File: config.mk
export PLATFORM = sky130hd
export DESIGN_NAME = setclr_intc
export DESIGN_NICKNAME = d
export VERILOG_FILES = /design/src/rtl/setclr_intc_pkg.sv /design/src/rtl/setclr_intc_decode.sv /design/src/rtl/setclr_intc_mask_bank.sv /design/src/rtl/setclr_intc_prio_bank.sv /design/src/rtl/setclr_intc_lvl_chain.sv /design/src/rtl/setclr_intc_scan.sv /design/src/rtl/setclr_intc.sv
export SDC_FILE = /design/constraint.sdc
export NUM_CORES = 1
export LEC_CHECK = 0
export BUFFER_PORTS_ARGS = -buffer_cell sky130_fd_sc_hd__buf_2
export CAP_MARGIN = 20
export CORE_MARGIN = 1
export CORE_UTILIZATION = 30
export DETAILED_ROUTE_END_ITERATION = 8
export PLACE_DENSITY = 0.62
export SLEW_MARGIN = 20
export SYNTH_ARGS = -nofsm -noshare
export SYNTH_HDL_FRONTEND = slang
export SYNTH_SLANG_ARGS = --single-unit
File: constraint.sdc
create_clock -name clk -period 10.1 [get_ports clk]
set_input_delay 1.01 -clock clk [delete_from_list [all_inputs] [get_ports clk]]
set_output_delay 1.01 -clock clk [all_outputs]
set_load 0.01 [all_outputs]
File: src/rtl/setclr_intc_pkg.sv
package setclr_intc_pkg;

   localparam int unsigned IDX_W = 8;

   typedef enum logic [1:0] {
      WM_NONE = 2'd0,
      WM_SET  = 2'd1,
      WM_CLR  = 2'd2,
      WM_PRIO = 2'd3
   } wmode_t;

   typedef struct packed {
      wmode_t            mode;
      logic [IDX_W-1:0]  idx;
   } regsel_t;

endpackage

File: src/rtl/setclr_intc_decode.sv
module setclr_intc_decode
   import setclr_intc_pkg::*;
#(
   parameter logic [31:0] MSET_BASE = 32'h0400_0040,
   parameter logic [31:0] MCLR_BASE = 32'h0400_0060,
   parameter logic [31:0] PRIO_BASE = 32'h0400_0000,
   parameter int unsigned MASK_REGS = 2,
   parameter int unsigned PRIO_REGS = 2
) (
   input  logic [31:0] addr_i,
   output regsel_t     sel_o
);
   localparam int unsigned DEC_W = 29;

   logic [DEC_W-1:0] a;
   logic [DEC_W-1:0] off_set, off_clr, off_pri;
   logic             hit_set, hit_clr, hit_pri;

   assign a       = addr_i[DEC_W-1:0];
   assign off_set = a - MSET_BASE[DEC_W-1:0];
   assign off_clr = a - MCLR_BASE[DEC_W-1:0];
   assign off_pri = a - PRIO_BASE[DEC_W-1:0];

   assign hit_set = (a >= MSET_BASE[DEC_W-1:0]) && (off_set[1:0] == 2'b00)
                    && (off_set[DEC_W-1:2] < (DEC_W-2)'(MASK_REGS));
   assign hit_clr = (a >= MCLR_BASE[DEC_W-1:0]) && (off_clr[1:0] == 2'b00)
                    && (off_clr[DEC_W-1:2] < (DEC_W-2)'(MASK_REGS));
   assign hit_pri = (a >= PRIO_BASE[DEC_W-1:0]) && (off_pri[1:0] == 2'b00)
                    && (off_pri[DEC_W-1:2] < (DEC_W-2)'(PRIO_REGS));

   always_comb begin
      sel_o = '{mode: WM_NONE, idx: '0};
      if (hit_set) begin
         sel_o.mode = WM_SET;
         sel_o.idx  = off_set[IDX_W+1:2];
      end else if (hit_clr) begin
         sel_o.mode = WM_CLR;
         sel_o.idx  = off_clr[IDX_W+1:2];
      end else if (hit_pri) begin
         sel_o.mode = WM_PRIO;
         sel_o.idx  = off_pri[IDX_W+1:2];
      end
   end
endmodule

File: src/rtl/setclr_intc_mask_bank.sv
module setclr_intc_mask_bank
   import setclr_intc_pkg::*;
#(
   parameter int unsigned N_REGS = 2,
   parameter int unsigned REG_W  = 8,
   localparam int unsigned N_BITS = N_REGS * REG_W
) (
   input  logic                          clk,
   input  logic                          rst_n,
   input  logic                          we_i,
   input  regsel_t                       sel_i,
   input  logic [REG_W-1:0]              wdata_i,
   output logic [N_REGS-1:0][REG_W-1:0]  val_o,
   output logic [N_BITS-1:0]             en_o
);
   for (genvar r = 0; r < N_REGS; r++) begin : g_reg
      logic hit;
      assign hit = we_i && (sel_i.idx == IDX_W'(r));

      always_ff @(posedge clk or negedge rst_n) begin
         if (!rst_n) begin
            val_o[r] <= '0;
         end else if (hit && sel_i.mode == WM_SET) begin
            val_o[r] <= val_o[r] | wdata_i;
         end else if (hit && sel_i.mode == WM_CLR) begin
            val_o[r] <= val_o[r] & ~wdata_i;
         end
      end

      // first listed source in the most significant bit
      for (genvar k = 0; k < REG_W; k++) begin : g_bit
         assign en_o[r*REG_W + k] = val_o[r][REG_W-1-k];
      end
   end
endmodule

File: src/rtl/setclr_intc_prio_bank.sv
module setclr_intc_prio_bank
   import setclr_intc_pkg::*;
#(
   parameter int unsigned N_REGS   = 2,
   parameter int unsigned FIELD_W  = 4,
   parameter int unsigned FIELDS   = 4,
   parameter int unsigned GROUP_SZ = 2,
   localparam int unsigned REG_W   = FIELD_W * FIELDS,
   localparam int unsigned N_GRP   = N_REGS * FIELDS,
   localparam int unsigned N_SRC   = N_GRP * GROUP_SZ
) (
   input  logic                          clk,
   input  logic                          rst_n,
   input  logic                          we_i,
   input  regsel_t                       sel_i,
   input  logic [REG_W-1:0]              wdata_i,
   output logic [N_REGS-1:0][REG_W-1:0]  val_o,
   output logic [N_SRC-1:0]              en_o
);
   logic [N_GRP-1:0] grp_en;

   for (genvar r = 0; r < N_REGS; r++) begin : g_reg
      always_ff @(posedge clk or negedge rst_n) begin
         if (!rst_n) begin
            val_o[r] <= '0;
         end else if (we_i && sel_i.mode == WM_PRIO && sel_i.idx == IDX_W'(r)) begin
            val_o[r] <= wdata_i;
         end
      end

      for (genvar k = 0; k < FIELDS; k++) begin : g_fld
         assign grp_en[r*FIELDS + k] = |val_o[r][(FIELDS-1-k)*FIELD_W +: FIELD_W];
      end
   end

   for (genvar g = 0; g < N_GRP; g++) begin : g_grp
      for (genvar m = 0; m < GROUP_SZ; m++) begin : g_mem
         assign en_o[g*GROUP_SZ + m] = grp_en[g];
      end
   end
endmodule

File: src/rtl/setclr_intc_lvl_chain.sv
module setclr_intc_lvl_chain #(
   parameter int unsigned N_SRC = 16,
   parameter int unsigned LVL_W = 4,
   localparam int unsigned CHAIN = (1 << LVL_W) - 1
) (
   input  logic [LVL_W-1:0] lvl_i,
   output logic [N_SRC-1:0] act_o
);
   logic [LVL_W-1:0] sel;
   assign sel = lvl_i ^ {LVL_W{1'b1}};

   for (genvar i = 0; i < N_SRC; i++) begin : g_src
      if (i < CHAIN) begin : g_chain
         assign act_o[i] = (sel == LVL_W'(i));
      end else begin : g_free
         assign act_o[i] = 1'b0;
      end
   end
endmodule

File: src/rtl/setclr_intc_scan.sv
module setclr_intc_scan #(
   parameter int unsigned N_SRC    = 16,
   parameter int unsigned VEC_W    = 12,
   parameter int unsigned VEC_BASE = 'h200,
   parameter int unsigned VEC_STEP = 'h20,
   parameter int unsigned MASK_W   = 4
) (
   input  logic              clk,
   input  logic              rst_n,
   input  logic [N_SRC-1:0]  pend_i,
   input  logic [MASK_W-1:0] imask_i,
   output logic              irq_o,
   output logic [VEC_W-1:0]  vec_o,
   output logic              vec_vld_o
);
   localparam int unsigned SEL_W = (N_SRC > 1) ? $clog2(N_SRC) : 1;

   logic [SEL_W-1:0] first;
   logic             any;
   logic             blocked;
   logic [VEC_W-1:0] code;

   always_comb begin
      first = '0;
      for (int i = N_SRC - 1; i >= 0; i--) begin
         if (pend_i[i]) first = SEL_W'(i);
      end
   end

   assign any     = |pend_i;
   assign blocked = (imask_i == {MASK_W{1'b1}});
   assign code    = VEC_W'(VEC_BASE) + VEC_W'(first) * VEC_W'(VEC_STEP);

   always_ff @(posedge clk or negedge rst_n) begin
      if (!rst_n) begin
         irq_o     <= 1'b0;
         vec_vld_o <= 1'b0;
         vec_o     <= '0;
      end else begin
         irq_o     <= any;
         vec_vld_o <= any && !blocked;
         vec_o     <= (any && !blocked) ? code : '0;
      end
   end
endmodule

File: src/rtl/setclr_intc.sv
module setclr_intc
   import setclr_intc_pkg::*;
#(
   parameter int unsigned N_SRC       = 16,
   parameter int unsigned MASK_REGS   = 2,
   parameter int unsigned MASK_W      = 8,
   parameter int unsigned PRIO_REGS   = 2,
   parameter int unsigned PRIO_FW     = 4,
   parameter int unsigned PRIO_FIELDS = 4,
   parameter int unsigned GROUP_SZ    = 2,
   parameter int unsigned LVL_W       = 4,
   parameter int unsigned VEC_W       = 12,
   parameter int unsigned VEC_BASE    = 'h200,
   parameter int unsigned VEC_STEP    = 'h20,
   parameter logic [31:0] MSET_BASE   = 32'h0400_0040,
   parameter logic [31:0] MCLR_BASE   = 32'h0400_0060,
   parameter logic [31:0] PRIO_BASE   = 32'h0400_0000
) (
   input  logic              clk,
   input  logic              rst_n,
   input  logic [N_SRC-1:0]  src_i,
   input  logic [LVL_W-1:0]  lvl_i,
   input  logic [3:0]        imask_i,
   input  logic              bus_we_i,
   input  logic [31:0]       bus_addr_i,
   input  logic [31:0]       bus_wdata_i,
   output logic [31:0]       bus_rdata_o,
   output logic              irq_o,
   output logic [VEC_W-1:0]  vec_o,
   output logic              vec_vld_o
);
   localparam int unsigned PRIO_W = PRIO_FW * PRIO_FIELDS;
   localparam int unsigned MIDX_W = (MASK_REGS > 1) ? $clog2(MASK_REGS) : 1;
   localparam int unsigned PIDX_W = (PRIO_REGS > 1) ? $clog2(PRIO_REGS) : 1;

   if (N_SRC != MASK_REGS * MASK_W) begin : g_bad_mask
      $error("mask bits must cover every source exactly once");
   end
   if (N_SRC != PRIO_REGS * PRIO_FIELDS * GROUP_SZ) begin : g_bad_prio
      $error("priority groups must cover every source exactly once");
   end
   if (N_SRC < (1 << LVL_W) - 1) begin : g_bad_chain
      $error("level chain needs more sources");
   end
   if (PRIO_W > 32 || MASK_W > 32) begin : g_bad_width
      $error("register wider than the bus");
   end
   if (MASK_REGS > 256 || PRIO_REGS > 256) begin : g_bad_count
      $error("too many registers for the select index");
   end

   regsel_t                              sel;
   logic [MASK_REGS-1:0][MASK_W-1:0]     mask_val;
   logic [PRIO_REGS-1:0][PRIO_W-1:0]     prio_val;
   logic [N_SRC-1:0]                     mask_en, prio_en, chain_act, pend;

   setclr_intc_decode #(
      .MSET_BASE (MSET_BASE),
      .MCLR_BASE (MCLR_BASE),
      .PRIO_BASE (PRIO_BASE),
      .MASK_REGS (MASK_REGS),
      .PRIO_REGS (PRIO_REGS)
   ) u_decode (
      .addr_i (bus_addr_i),
      .sel_o  (sel)
   );

   setclr_intc_mask_bank #(
      .N_REGS (MASK_REGS),
      .REG_W  (MASK_W)
   ) u_mask (
      .clk     (clk),
      .rst_n   (rst_n),
      .we_i    (bus_we_i),
      .sel_i   (sel),
      .wdata_i (bus_wdata_i[MASK_W-1:0]),
      .val_o   (mask_val),
      .en_o    (mask_en)
   );

   setclr_intc_prio_bank #(
      .N_REGS   (PRIO_REGS),
      .FIELD_W  (PRIO_FW),
      .FIELDS   (PRIO_FIELDS),
      .GROUP_SZ (GROUP_SZ)
   ) u_prio (
      .clk     (clk),
      .rst_n   (rst_n),
      .we_i    (bus_we_i),
      .sel_i   (sel),
      .wdata_i (bus_wdata_i[PRIO_W-1:0]),
      .val_o   (prio_val),
      .en_o    (prio_en)
   );

   setclr_intc_lvl_chain #(
      .N_SRC (N_SRC),
      .LVL_W (LVL_W)
   ) u_chain (
      .lvl_i (lvl_i),
      .act_o (chain_act)
   );

   assign pend = (src_i | chain_act) & mask_en & prio_en;

   setclr_intc_scan #(
      .N_SRC    (N_SRC),
      .VEC_W    (VEC_W),
      .VEC_BASE (VEC_BASE),
      .VEC_STEP (VEC_STEP),
      .MASK_W   (4)
   ) u_scan (
      .clk       (clk),
      .rst_n     (rst_n),
      .pend_i    (pend),
      .imask_i   (imask_i),
      .irq_o     (irq_o),
      .vec_o     (vec_o),
      .vec_vld_o (vec_vld_o)
   );

   always_comb begin
      bus_rdata_o = '0;
      case (sel.mode)
         WM_SET, WM_CLR: bus_rdata_o = 32'(mask_val[sel.idx[MIDX_W-1:0]]);
         WM_PRIO:        bus_rdata_o = 32'(prio_val[sel.idx[PIDX_W-1:0]]);
         default:        bus_rdata_o = '0;
      endcase
   end
endmodule

==> impl_table.tex <==
\begin{tabular}{lr}
\hline
Metric & Value \\
\hline
\multicolumn{2}{l}{\textbf{Layout}} \\
Share of the core filled with cells & 35.5\% \\
Fillcell total & 1459 \\
Antenna diode count & 0 \\
Number of nets at the end of the flow & 663 \\
Share of cells above drive strength 1 & 27.8\% \\
Layout area overhead & 15.2\% \\
\multicolumn{2}{l}{\textbf{Logic synthesis}} \\
Instance count of the mapped netlist & 482 \\
Number of synthesized flops with an enable pin & 0 \\
Area fraction of the dominant cell type after synthesis & 31.5\% \\
Count of cell types in the netlist & 67 \\
Sequential share of the synthesized area & 31.5\% \\
Cells taking the most area after synthesis & sky130\_fd\_sc\_hd\_\_dfrtp\_1 (31\%), sky130\_fd\_sc\_hd\_\_mux2\_2 (7.6\%), sky130\_fd\_sc\_hd\_\_buf\_4 (4.2\%) \\
Flip-flop and latch count after synthesis & 54 \\
Synth warn & 0 \\
Ys flop type & sky130\_fd\_sc\_hd\_\_dfrtp\_1 \\
Top cell type by total area after synthesis & sky130\_fd\_sc\_hd\_\_dfrtp\_1 \\
Share of synthesized registers carrying an async set or reset & 100\% \\
Per-instance average area after synthesis & 8.91 sq um \\
Netlist Area Pre-Place & 4300 sq um \\
\multicolumn{2}{l}{\textbf{Min path}} \\
Hold depth & 1 \\
Hold Crit Endpoint & u\_prio.val\_o[11] \\
Beginning of the worst hold path & u\_prio.val\_o[11] \\
Min-delay worst type & reg -> reg \\
\multicolumn{2}{l}{\textbf{Setup path}} \\
Slowest stage cell on the critical path & sky130\_fd\_sc\_hd\_\_or4b\_2 \\
Maximum cell stage delay along the critical path & 0.62 ns \\
Cell repeated most along the worst path & sky130\_fd\_sc\_hd\_\_buf\_2 \\
Worst reg-to-reg setup slack & 7.79 ns \\
Path type of the worst setup path & in -> out \\
Critical path data arrival time & 5.33 ns \\
R2r worst-path depth & 6 \\
Crit Reg-Reg Endpoint & u\_scan.vec\_o[6] \\
Worst endpoint required time & 9.09 ns \\
R2R Path Start & u\_prio.val\_o[26] \\
Crit Path Max Fanout & 15 \\
Startpoint kind of the worst setup timing path & input pin \\
Cell-by-cell listing of the critical path & buf\_2, or4\_4, or2\_1, o31a\_1, nor3\_1, nand2\_1, or4b\_2, or4\_1, a21oi\_1, inv\_1, ha\_1, nand2b\_1, o22ai\_1, buf\_2 \\
Critical path endpoint category & output pin \\
\multicolumn{2}{l}{\textbf{Placement}} \\
PortBufs & 94 \\
Post-DP HPWL & 9.45 mm \\
Global placer's final weighted congestion & 0.911 \\
Worst Setup Slack post-DPL & 3.78 ns \\
\multicolumn{2}{l}{\textbf{Clocking}} \\
TritonCTS clock tree & yes \\
TritonCTS buffer count & 5 \\
Clock sink total & 54 \\
Max Buffers Root-to-Sink & 2 \\
Clock input transition at the sequential cells of the worst setup and hold paths & 0.07 ns \\
Latest clock arrival within the worst-skew pair & 0.29 ns \\
Cts hold-fix bufs & 0 \\
Resized Gates After CTS & 0 \\
H-Tree Level Count & 2 \\
Post-CTS Setup Inserts & 0 \\
Clock Root Buffer & sky130\_fd\_sc\_hd\_\_clkbuf\_16 \\
\multicolumn{2}{l}{\textbf{GRT}} \\
Largest net degree at the start of global routing & 55 \\
First-pass GRT wire length & 19.1 mm \\
Number of antenna violations at the first check in global routing & 1 \\
All-layer global routing usage & 16.3\% \\
Aggregate global routing overflow & 0 \\
Vias in the first global route & 3944 \\
\multicolumn{2}{l}{\textbf{Power}} \\
Leak & 2.26 nW \\
Peak ir drop on the vdd network & 0.0674 mV \\
PD cells & 94.4 nW/um\^{}2 \\
\multicolumn{2}{l}{\textbf{Route}} \\
Total Wirelength & 12.1 mm \\
Final routed wire length divided by cell count & 16.3 microns \\
DRC violation count after routing & 0 \\
Number of DRC markers after the initial detailed-route iteration & 278 \\
Post-route ant nets & 0 \\
1st-pass router iterations & 5 \\
Via count & 4029 \\
Avg Vias per Cell & 5.44 \\
\multicolumn{2}{l}{\textbf{STA}} \\
Post-Route Skew & 0.00546 ns \\
Hold slack & 0.528 ns \\
Final Slew Violations & 0 \\
Count of final hold-check violations & 0 \\
Unrepaired setup endpoints after global routing & false \\
Total Neg Setup Slack & 0 ns \\
Crit path setup slack, layout & 3.76 ns \\
Relative slew slack & 28.6\% \\
Post-route minimum period & 6.34 ns \\
Count of endpoints failing setup in the final report & 0 \\
Fmax & 158 MHz \\
Transition time of the tightest slew-check pin & 1.06 ns \\
Post-route fraction of the period consumed by the critical path & 62.8\% \\
\multicolumn{2}{l}{\textbf{Die}} \\
Number of ports placed on the die boundary & 137 \\
Die outline area & 14800 sq um \\
Initial core utilization & 30.8\% \\
Number of rows created at floorplan & 43 \\
Die height & 122 microns \\
Horizontal die dimension & 122 microns \\
Floorplan Core Area & 13900 sq um \\
\multicolumn{2}{l}{\textbf{Job}} \\
Maximum capacitance violations & 0 \\
\multicolumn{2}{l}{\textbf{Outcome}} \\
Outcome & finished, final reports clean \\
\hline
\end{tabular}
-- layout by cell type, fill, tap and decap left out, types with 4 or more instances in the layout --
| master | synthesis | routed |
|---|---|---|
| sky130_fd_sc_hd__a21oi_1 | 21 | 21 |
| sky130_fd_sc_hd__and2_1 | 5 | 5 |
| sky130_fd_sc_hd__buf_2 | 4 | 94 |
| sky130_fd_sc_hd__clkbuf_16 | 0 | 5 |
| sky130_fd_sc_hd__conb_1 | 1 | 23 |
| sky130_fd_sc_hd__dfrtp_1 | 54 | 54 |
| sky130_fd_sc_hd__ha_1 | 12 | 12 |
| sky130_fd_sc_hd__inv_1 | 16 | 16 |
| sky130_fd_sc_hd__mux2_2 | 29 | 29 |
| sky130_fd_sc_hd__mux2i_1 | 16 | 16 |
| sky130_fd_sc_hd__nand2_1 | 37 | 37 |
| sky130_fd_sc_hd__nand2b_1 | 6 | 6 |
| sky130_fd_sc_hd__nand3_1 | 12 | 12 |
| sky130_fd_sc_hd__nand4_1 | 8 | 8 |
| sky130_fd_sc_hd__nor2_1 | 21 | 21 |
| sky130_fd_sc_hd__nor3_1 | 17 | 17 |
| sky130_fd_sc_hd__nor4_1 | 19 | 19 |
| sky130_fd_sc_hd__nor4b_1 | 4 | 4 |
| sky130_fd_sc_hd__o211ai_1 | 7 | 7 |
| sky130_fd_sc_hd__o21ai_0 | 33 | 33 |
| sky130_fd_sc_hd__o21ai_2 | 8 | 8 |
| sky130_fd_sc_hd__o22ai_1 | 9 | 9 |
| sky130_fd_sc_hd__o31ai_1 | 9 | 9 |
| sky130_fd_sc_hd__or2_2 | 5 | 5 |
| sky130_fd_sc_hd__or3_1 | 7 | 7 |
| sky130_fd_sc_hd__or4_1 | 11 | 11 |
| sky130_fd_sc_hd__xnor2_1 | 6 | 6 |
| sky130_fd_sc_hd__xor2_1 | 5 | 5 |
-- cell families after synthesis --
| kind of cell | synth area share (%) |
|---|---|
| other | 0.0873 |
| buffers and inverters | 8.68 |
| AND/OR/NAND/NOR | 24.4 |
| multiplexers | 12.1 |
| adder cells (fa/ha/maj) | 3.50 |
| XOR/XNOR | 2.24 |
| AO/OA/AOI/OAI | 17.5 |
| flip-flops | 31.5 |
-- routing by layer --
metal | wire, microns | up-vias | track usage, %
met3 | 747 | 6 | 2.67
met1 | 5220 | 1964 | 20.7
met5 | 0 | - | 0
li1 | - | 1923 | -
met2 | 6010 | 136 | 28.3
met4 | 95 | 0 | 4.24
-- power by group --
group	total (mW)	switching [mW]	internal, mW
Sequential	0.216	0.00000000727	0.216
Combinational	0.0592	0.0384	0.0207
Clock	0.192	0.0745	0.117
-- cells in the mapped netlist (12+ instances only) --
library cell,n
sky130_fd_sc_hd__mux2_2,29
sky130_fd_sc_hd__nand3_1,12
sky130_fd_sc_hd__nor3_1,17
sky130_fd_sc_hd__dfrtp_1,54
sky130_fd_sc_hd__buf_4,24
sky130_fd_sc_hd__nor2_1,21
sky130_fd_sc_hd__o21ai_0,33
sky130_fd_sc_hd__a21oi_1,21
sky130_fd_sc_hd__nand2_1,37
sky130_fd_sc_hd__nor4_1,19
sky130_fd_sc_hd__ha_1,12
sky130_fd_sc_hd__mux2i_1,16
sky130_fd_sc_hd__inv_1,16
-- worst max-delay path: cells and delay by family --
family / cells / cell delay (ns)
AND/OR/NAND/NOR: 7 / 2.80
adder cells (fa/ha/maj): 1 / 0.26
AO/OA/AOI/OAI: 3 / 0.82
buffers and inverters: 3 / 0.43
-- final cells by class --
cell class	instances	area (sq um)	area share, %
Multi-Input combinational cell	386	2650	53.6
Tap cell	180	225	4.55
Clock inverter	1	30.0	0.607
Clock buffer	7	133	2.68
Inverter	16	60.1	1.21
Sequential cell	54	1350	27.3
Timing Repair Buffer	97	497	10.0
-- how the worst max path moves through the flow --
stage,start,to,slack [ns],depth (start not counted)
finish,bus_addr_i[14],bus_rdata_o[1],3.76,14
global route,bus_addr_i[11],bus_rdata_o[1],3.41,14
CTS,bus_addr_i[14],bus_rdata_o[0],3.76,14
detailed placement,bus_addr_i[14],bus_rdata_o[0],3.78,14
global placement,bus_addr_i[14],bus_rdata_o[2],3.77,14
floorplan,bus_addr_i[17],bus_rdata_o[4],4.41,14
-- per-stage QoR --
stage	total power, mW	cells	cell area [sq um]
6_report	0.467	741	4950
5_1_grt	0.485	741	4950
4_1_cts	0.471	740	4940
3_5_place_dp	0.279	732	4780
3_3_place_gp	0.278	732	4780
2_1_floorplan	0.255	504	4380
Power figures use the tool's default switching activity.
